`config.mk`:
```
export PLATFORM = sky130hd
export DESIGN_NAME = shift_rotate_unit
export DESIGN_NICKNAME = d
export VERILOG_FILES = /design/src/rtl/sru_pkg.sv /design/src/rtl/sru_decode.sv /design/src/rtl/sru_rotator.sv /design/src/rtl/sru_mask.sv /design/src/rtl/sru_core.sv /design/src/rtl/shift_rotate_unit.sv
export SDC_FILE = /design/constraint.sdc
export NUM_CORES = 1
export LEC_CHECK = 0
export BUFFER_PORTS_ARGS = -buffer_cell sky130_fd_sc_hd__buf_4
export CAP_MARGIN = 20
export CORE_UTILIZATION = 57
export DETAILED_ROUTE_END_ITERATION = 7
export PLACE_DENSITY = 0.84
export SLEW_MARGIN = 20
export SYNTH_ARGS = -nofsm -noshare
export SYNTH_HDL_FRONTEND = slang
export SYNTH_HIERARCHICAL = 1
export SYNTH_SLANG_ARGS = --single-unit
```
`constraint.sdc`:
```
create_clock -name clk -period 1.3 [get_ports clk]
set_input_delay 0.065 -clock clk [delete_from_list [all_inputs] [get_ports clk]]
set_output_delay 0.065 -clock clk [all_outputs]
set_load 0.01 [all_outputs]
```
`src/rtl/sru_pkg.sv`:
```
package sru_pkg;
  localparam int unsigned DATA_W = 32;
  localparam int unsigned AMT_W  = $clog2(DATA_W);

  localparam logic [5:0] FN_SLL_IMM = 6'd0;
  localparam logic [5:0] FN_SRL_IMM = 6'd2;
  localparam logic [5:0] FN_SRA_IMM = 6'd3;
  localparam logic [5:0] FN_SLL_VAR = 6'd4;
  localparam logic [5:0] FN_SRL_VAR = 6'd6;
  localparam logic [5:0] FN_SRA_VAR = 6'd7;

  typedef enum logic [2:0] {
    OPK_NONE = 3'd0,
    OPK_SLL  = 3'd1,
    OPK_SRL  = 3'd2,
    OPK_SRA  = 3'd3,
    OPK_ROR  = 3'd4
  } op_kind_e;
endpackage

```
`src/rtl/sru_decode.sv`:
```
module sru_decode
  import sru_pkg::*;
(
  input  logic [5:0] funct,
  input  logic       rot_sel,
  output op_kind_e   op_kind,
  output logic       use_var,
  output logic       legal
);
  always_comb begin
    op_kind = OPK_NONE;
    use_var = 1'b0;
    case (funct)
      FN_SLL_IMM: op_kind = OPK_SLL;
      FN_SRL_IMM: op_kind = rot_sel ? OPK_ROR : OPK_SRL;
      FN_SRA_IMM: op_kind = OPK_SRA;
      FN_SLL_VAR: begin op_kind = OPK_SLL; use_var = 1'b1; end
      FN_SRL_VAR: begin op_kind = rot_sel ? OPK_ROR : OPK_SRL; use_var = 1'b1; end
      FN_SRA_VAR: begin op_kind = OPK_SRA; use_var = 1'b1; end
      default:    op_kind = OPK_NONE;
    endcase
    legal = (op_kind != OPK_NONE);
  end
endmodule

```
`src/rtl/sru_rotator.sv`:
```
module sru_rotator #(
  parameter int unsigned WIDTH = 32,
  localparam int unsigned AW   = $clog2(WIDTH)
) (
  input  logic [WIDTH-1:0] din,
  input  logic [AW-1:0]    amt,
  output logic [WIDTH-1:0] dout
);
  logic [WIDTH-1:0] stage [0:AW];

  assign stage[0] = din;

  // Stage k rotates right by 2**k when amount bit k is set.
  for (genvar k = 0; k < AW; k++) begin : g_stage
    localparam int unsigned STEP = 2 ** k;
    assign stage[k+1] = amt[k] ? {stage[k][STEP-1:0], stage[k][WIDTH-1:STEP]}
                               : stage[k];
  end

  assign dout = stage[AW];
endmodule

```
`src/rtl/sru_mask.sv`:
```
module sru_mask #(
  parameter int unsigned WIDTH = 32,
  localparam int unsigned AW   = $clog2(WIDTH),
  localparam int unsigned SW   = AW + 1
) (
  input  logic [AW-1:0]    amt,
  output logic [WIDTH-1:0] keep
);
  // keep[j] is set when bit j still holds shifted data after a right shift by amt.
  for (genvar j = 0; j < WIDTH; j++) begin : g_bit
    assign keep[j] = (SW'(j) + {1'b0, amt}) < SW'(WIDTH);
  end
endmodule

```
`src/rtl/sru_core.sv`:
```
module sru_core
  import sru_pkg::*;
#(
  parameter int unsigned WIDTH = DATA_W,
  localparam int unsigned AW   = $clog2(WIDTH)
) (
  input  logic [5:0]       funct,
  input  logic [WIDTH-1:0] rt_val,
  input  logic [AW-1:0]    rs_amt,
  input  logic [AW-1:0]    sa,
  input  logic             rot_sel,
  output logic [WIDTH-1:0] res,
  output logic             illegal,
  output op_kind_e         op_kind,
  output logic [AW-1:0]    amt
);
  logic             use_var;
  logic             legal;
  logic [WIDTH-1:0] rt_rev;
  logic [WIDTH-1:0] rot_in;
  logic [WIDTH-1:0] rot_out;
  logic [WIDTH-1:0] keep;
  logic [WIDTH-1:0] srl_val;
  logic [WIDTH-1:0] sra_val;
  logic [WIDTH-1:0] sll_val;

  sru_decode u_dec (
    .funct   (funct),
    .rot_sel (rot_sel),
    .op_kind (op_kind),
    .use_var (use_var),
    .legal   (legal)
  );

  assign amt = use_var ? rs_amt : sa;

  for (genvar b = 0; b < WIDTH; b++) begin : g_rev
    assign rt_rev[b]  = rt_val[WIDTH-1-b];
    assign sll_val[b] = srl_val[WIDTH-1-b];
  end

  // A left shift is a right shift of the bit-reversed operand.
  assign rot_in = (op_kind == OPK_SLL) ? rt_rev : rt_val;

  sru_rotator #(.WIDTH(WIDTH)) u_rot (
    .din  (rot_in),
    .amt  (amt),
    .dout (rot_out)
  );

  sru_mask #(.WIDTH(WIDTH)) u_mask (
    .amt  (amt),
    .keep (keep)
  );

  assign srl_val = rot_out & keep;
  assign sra_val = srl_val | (~keep & {WIDTH{rt_val[WIDTH-1]}});

  always_comb begin
    case (op_kind)
      OPK_SLL: res = sll_val;
      OPK_SRL: res = srl_val;
      OPK_SRA: res = sra_val;
      OPK_ROR: res = rot_out;
      default: res = '0;
    endcase
    illegal = ~legal;
  end
endmodule

```
`src/rtl/shift_rotate_unit.sv`:
```
module shift_rotate_unit
  import sru_pkg::*;
#(
  parameter int unsigned WIDTH = DATA_W,
  localparam int unsigned AW   = $clog2(WIDTH)
) (
  input  logic             clk,
  input  logic             rst_n,
  input  logic             in_valid,
  input  logic [5:0]       funct,
  input  logic [WIDTH-1:0] rt_val,
  input  logic [WIDTH-1:0] rs_val,
  input  logic [AW-1:0]    sa,
  input  logic             rot_sel,
  output logic [WIDTH-1:0] result,
  output logic             illegal,
  output logic             out_valid
);
  logic [1:0]       rst_pipe;
  logic             rst_sync_n;
  logic [WIDTH-1:0] core_res;
  logic             core_ill;
  op_kind_e         core_op;
  logic [AW-1:0]    core_amt;
  logic [WIDTH-1:0] res_d,  res_q;
  logic             ill_d,  ill_q;
  logic             vld_d,  vld_q;
  logic             rs_high_unused;

  assign rs_high_unused = ^rs_val[WIDTH-1:AW];

  // Reset: asynchronous assertion, synchronous release.
  always_ff @(posedge clk or negedge rst_n) begin
    if (!rst_n) rst_pipe <= 2'b00;
    else        rst_pipe <= {rst_pipe[0], 1'b1};
  end
  assign rst_sync_n = rst_pipe[1];

  sru_core #(.WIDTH(WIDTH)) u_core (
    .funct   (funct),
    .rt_val  (rt_val),
    .rs_amt  (rs_val[AW-1:0]),
    .sa      (sa),
    .rot_sel (rot_sel),
    .res     (core_res),
    .illegal (core_ill),
    .op_kind (core_op),
    .amt     (core_amt)
  );

  // Next-state logic with explicit capture enable.
  always_comb begin
    res_d = res_q;
    ill_d = ill_q;
    vld_d = in_valid;
    if (in_valid) begin
      res_d = core_res;
      ill_d = core_ill;
    end
  end

  always_ff @(posedge clk or negedge rst_sync_n) begin
    if (!rst_sync_n) begin
      res_q <= '0;
      ill_q <= 1'b0;
      vld_q <= 1'b0;
    end else begin
      res_q <= res_d;
      ill_q <= ill_d;
      vld_q <= vld_d;
    end
  end

  assign result    = res_q;
  assign illegal   = ill_q;
  assign out_valid = vld_q;

  AST_ILLEGAL_ZERO: assert property (@(posedge clk) disable iff (!rst_sync_n)
    ill_q |-> (res_q == '0));

  AST_VALID_NEXT: assert property (@(posedge clk) disable iff (!rst_sync_n)
    in_valid |=> vld_q);

  AST_HOLD_IDLE: assert property (@(posedge clk) disable iff (!rst_sync_n)
    !in_valid |=> ($stable(res_q) && $stable(ill_q)));

  AST_SRA_SIGN: assert property (@(posedge clk) disable iff (!rst_sync_n)
    (in_valid && core_op == OPK_SRA && rt_val[WIDTH-1]) |=> res_q[WIDTH-1]);

  AST_ROT_ONES: assert property (@(posedge clk) disable iff (!rst_sync_n)
    (in_valid && core_op == OPK_ROR) |=> ($countones(res_q) == $countones($past(rt_val))));

  AST_ZERO_AMT: assert property (@(posedge clk) disable iff (!rst_sync_n)
    (in_valid && !core_ill && core_amt == '0) |=> (res_q == $past(rt_val)));
endmodule

```
==> Word-level counts from Yosys, hierarchy flattened <==
Index checks and enable logic that the tools add are counted.
{ "totals": {"word_cells": 98, "inputBits": 79, "regBits": 36, "out_inout_bits": 34} }
{ "classes": {"n_addsub": 31, "reduce_logical": 6, "order_cmp": 32, "muxes": 11, "bitwise": 5, "eq_ne": 9} }
{ "ops": {"columns": ["operator", "n"], "rows": [
  ["32-bit two-way mux", 6],
  ["6-bit less-than comparator, second input constant", 31],
  ["32-bit case mux with 4 select lines", 1],
  ["5-bit by 5-bit adder with 6-bit output, first input constant", 16],
  ["32-bit AND", 2],
  ["4-bit by 5-bit adder with 6-bit output, first input constant", 8],
  ["32-bit inverter", 1],
  ["32-bit bitwise OR", 1],
  ["3-bit by 5-bit adder with 6-bit output, first input constant", 4],
  ["6-bit by 3-bit equality test with 1-bit output, second input constant", 3],
  ["2-bit by 5-bit adder with 6-bit output, first input constant", 2],
  ["6-bit by 2-bit equality test with 1-bit output, second input constant", 2],
  ["3-bit case mux with 3 select lines", 1],
  ["1-bit by 5-bit adder with 6-bit output, first input constant", 1],
  ["3-bit by 2-bit equality test with 1-bit output, second input constant", 2],
  ["6-bit zero test", 1],
  ["5-bit by 6-bit less-than comparator with 1-bit output, second input constant", 1],
  ["2-bit OR reduction", 3],
  ["5-bit two-way mux", 1],
  ["3-bit by 1-bit equality test with 1-bit output, second input constant", 1],
  ["3-bit equality test, second input constant", 1],
  ["3-bit two-way mux", 1],
  ["3-bit nonzero test", 1],
  ["3-bit OR reduction", 1],
  ["other kinds (2)", 2]
]} }

==> Logic depth before layout (Yosys ltp) <==
{ "depth": {"ltp_word": 13, "ltp_mapped": 15, "depth_no_buf": 12} }

==> By module <==
The synthesis kept the hierarchy.
{ "by_module_without_submodules": {"columns": ["mod", "seq_area_each_um2", "cells_each", "n_inst", "area_each_um2"], "rows": [
  ["sru_rotator", 0.0, 116, 1, 1949.4],
  ["shift_rotate_unit", 900.9, 74, 1, 1460.2],
  ["sru_core", 0.0, 262, 1, 1446.4],
  ["sru_mask", 0.0, 48, 1, 286.5],
  ["sru_decode", 0.0, 10, 1, 77.6]
]} }

==> Worst setup path before layout <==
Ideal clock, no wire load.
{ "synth_path": {"path_type": "in2reg", "startpoint": "input funct[5]", "endpoint": "register res_q[31], in the netlist result[31]", "setup_slack_ns": -2.300, "stages": 15, "path_buffers": 3, "arrival_time_ns": 3.475, "setup_time_ns": 0.125, "t_required_ns": 1.175, "cell_sequence": "nor3_2 nor3b_2 or3b_1 buf_6 buf_6 buf_6 nand2_1 nand2_1 mux4_1 mux4_2 mux2_2 nand2_1 o21ai_0 a221o_1 mux2_2"} }
{ "synth_via": {"elab_chain_len": 13, "word_cells_on_any_way": 31, "cone_classes": "add/sub (1); order compare (2); eq/ne (9); mux (10); bitwise (4); reduce/logical (5)"} }
{ "synth_lines": {"columns": ["item", "line", "rtl"], "rows": [
  ["start: declaration", "shift_rotate_unit.sv:10", "input logic [5:0] funct,"],
  ["6-bit by 3-bit equality test with 1-bit output (tied with other cells)", "sru_decode.sv:13", "case (funct)"],
  ["2-bit OR reduction (no line)", null, null],
  ["3-bit case mux with 3 select lines (*)", "sru_decode.sv:13", null],
  ["named net core_op[0]", "shift_rotate_unit.sv:23", "op_kind_e core_op;"],
  ["3-bit by 1-bit equality test with 1-bit output (*)", "sru_core.sv:43", "assign rot_in = (op_kind == OPK_SLL) ? rt_rev : rt_val;"],
  ["32-bit two-way mux (*)", "sru_core.sv:43", null],
  ["named net u_core.rot_in[22]", "sru_core.sv:20", "logic [WIDTH-1:0] rot_in;"],
  ["32-bit two-way mux (*) (5 in series)", "sru_rotator.sv:16", "assign stage[k+1] = amt[k] ? {stage[k][STEP-1:0], stage[k][WIDTH-1:STEP]}"],
  ["named net u_core.rot_out[31]", "sru_core.sv:21", "logic [WIDTH-1:0] rot_out;"],
  ["32-bit AND", "sru_core.sv:56", "assign srl_val = rot_out & keep;"],
  ["32-bit bitwise OR", "sru_core.sv:57", "assign sra_val = srl_val | (~keep & {WIDTH{rt_val[WIDTH-1]}});"],
  ["32-bit case mux with 4 select lines (*)", "sru_core.sv:60", "case (op_kind)"],
  ["named net core_res[31]", "shift_rotate_unit.sv:21", "logic [WIDTH-1:0] core_res;"],
  ["end signal: assignment", "shift_rotate_unit.sv:68", "res_q <= res_d;"],
  ["end: declaration", "shift_rotate_unit.sv:25", "logic [WIDTH-1:0] res_d, res_q;"]
]} }
Mark *: on every way through the listed nets, which the timed path passes. The rest lies on a longest branch.
A chain may end at the register's enable or synchronous reset.

==> Final worst setup path <==
{ "layout_path": {"startpoint": "input funct[5]", "endpoint": "register res_q[0], in the netlist result[0]"} }
The elaborated chain is that of the path after synthesis.

==> metrics.txt <==
Initial Utilization 59.3%; WP data required 1.48 ns; Lkg Pwr 3.09 nW; Routed Antenna Nets 0; most frequent CP cell nand2_4; area occupied by multi-input gates 0.00446 sq mm; total CTS buffers 5; Worst path top cell family by delay multiplexers; die height 97.7 um; CP endpoint kind flip-flop; Rows 34; max cap viols 0; CTS tree done; # setup viols final 32; gpl congestion 0.999; Arr. time, crit path 3.69 ns; DRT Pass-1 Iters 8; total grt overflow 0; CTS Sinks 36; global-route wire length before repair 25000 um; commonest non-fill, non-tap cell in the layout buf_4; DP HPWL 12000 um; total power 5.13 mW; syn_area_per_cell 10.2 sq um; later-pin clock latency in the skew report 0.29 ns; Worst Tran Pin Value 0.510 ns; largest net degree at the start of global routing 35; Cell Chain, Critical Path buf_8 > nor3_4 > nor3b_4 > or3b_4 > clkbuf_16 > nand2_4 > nand2_4 > mux4_2 > mux4_2 > mux2_4 > nand2_4 > o22ai_1 > a221o_1 > mux2_4; Worst-path clk slew 0.08 ns; Peak VDD IR 0.479 mV; Peak Freq 285 MHz; min Tclk post-route 3.51 ns; Synth cell types 41; Setup CP Type primary input to flip-flop; most frequent cells in the layout buf_4, mux4_2, mux2_4; CP max FO 8; Setup WS post-layout -2.21 ns; area delta synth->final 31.7%; initial antenna violation count 0; CTS root buf clkbuf_8; gr usage total 33.0%; CTS max path bufs 2; max-slew violations 0; n_diodes 0; sequential share of the synthesized area 17.3%; drt wl/cell 23.3 um; chip width 97.7 um; core region area 0.00881 sq mm; Post-Synthesis Net Count 589; DP Area 0.00621 sq mm; status finished, violations left; post-synthesis instance area 0.00522 sq mm; RSZ-0062 raised after global routing true; I/O Pins 113; register bit total from synthesis 36; hold crit path type primary input to async pin; die area 0.00954 sq mm; H-Tree Depth 2; Fillers 546; CP peak stage delay 0.56 ns; vias in the first global route 4767; DR iter-0 viols 582; power per cell area 745 mW/mm^2; final hold vios 0; slowest CP cell mux4_2; Syn Inst Count 510; Worst Skew 0.0102 ns; register area 901 sq um; yosys warns 6; failing checks DRC, setup timing; DRC errors left 18; layout cell share with drive strength beyond 1 64.4%; drt total wl 16700 um; critical path startpoint category primary input; Max transition margin 65.7%; cell area after layout 0.00688 sq mm; number of port buffers 85; # nets final 686; DR vias/cell 7.24; total buffers and inverters traversed by the critical path 2; period utilisation layout 270%; Vias 5178
[Yosys cell counts]
library cell,number,area [sq um]
nand2_1,128,480
mux4_2,63,1420
mux2_2,40,450
o21ai_0,37,185
dfrtp_1,36,901
o22ai_1,31,194
mux2_4,30,450
a221o_1,29,290
clkbuf_1,19,71.3
buf_6,16,180
buf_2,15,75.1
a21oi_1,5,25.0
a31oi_1,5,31.3
buf_12,5,100
inv_1,4,15.0
and2_1,3,18.8
nor2_1,3,11.3
nor2b_1,3,18.8
nor3_2,3,30.0
o31ai_1,3,22.5
or2_1,3,18.8
a221o_2,2,22.5
and3_1,2,12.5
buf_1,2,7.51
conb_1,2,7.51
inv_2,2,7.51
nand3_1,2,10.0
nand3b_1,2,15.0
o31ai_2,2,25.0
or3b_1,2,17.5
a31o_2,1,8.76
and3b_1,1,8.76
buf_4,1,7.51
mux4_1,1,26.3
nand2b_1,1,6.26
nand4b_1,1,8.76
nor2b_2,1,8.76
nor3_1,1,5.00
nor3b_1,1,7.51
nor3b_2,1,12.5
nor4_1,1,6.26
[registers in the layout, summed over array words and instances, names as in the netlist]
name       flops
illegal        1
rst_pipe       2
result        32
out_valid      1
[area by class of cell]
cell class / instances / area share, %
multi-input cells: 410 / 64.8
repair buffers: 148 / 18.4
flip-flops and latches: 36 / 13.1
well taps: 108 / 1.97
clock buffers: 7 / 1.40
inverters: 6 / 0.328
[path summary, 6_finish.rpt]
kind / start / end / slack (ns) / cells past startpoint
min in group clk: rt_val[31] / result[23] / 0.32 / 5
max in group asynchronous: rst_pipe[1] / result[26] / 0.72 / 1
worst min register to register: rst_pipe[1] / result[4] / 0.27 / 1
worst min-delay path: rst_n / rst_pipe[0] / 0.1 / 2
worst max register to register: result[31] / result[31] / 0.51 / 1
worst max-delay path: funct[5] / result[0] / -2.21 / 14
[logic make-up (layout without fill, tap and decap cells)]
group	count (synthesis)	in the layout	share of synthesized area, %
AND/OR/NAND/NOR	159	159	13.4
multiplexers	134	134	44.9
AO/OA/AOI/OAI	115	115	15.4
buffers and inverters	64	161	8.89
flip-flops	36	36	17.3
other	2	2	0.144
[timing repair]
action | CTS | global route
gates resized for setup | 43 | 89
hold buffers | 2 | 0
setup endpoints to repair | 32 | 32
gates cloned | 0 | 3
pin swaps | 0 | 5
setup buffers | 0 | 6
hold endpoints to repair | 3 | 0
[layer usage]
layer / track usage [%] / vias up / wire (um)
met4: 14.3 / 0 / 678
met1: 41.8 / 2552 / 6080
met5: 0 / - / 0
li1: - / 2173 / -
met3: 2.37 / 68 / 1400
met2: 58.2 / 385 / 8510
[where the power goes]
part           leakage (nW)  switching (mW)  internal (mW)
sequential            0.487          0.0295           1.17
clock                0.0503           0.386          0.472
combinational          2.55            1.51           1.56
[per-stage QoR]
stage	TNS, ns	utilization, %	hold WS, ns	setup WS [ns]	std cells
6_report	-67.31	78.1	0.0982	-2.21	715
5_1_grt	-69.49	78.1	0.0984	-2.25	715
4_1_cts	-64.39	73.3	0.0918	-2.06	706
3_5_place_dp	-78.64	70.5	-0.151	-2.53	697
3_3_place_gp	-77.34	70.5	-0.153	-2.46	697
2_1_floorplan	-69.68	-	-0.231	-2.20	510
Power figures use the tool's default switching activity.
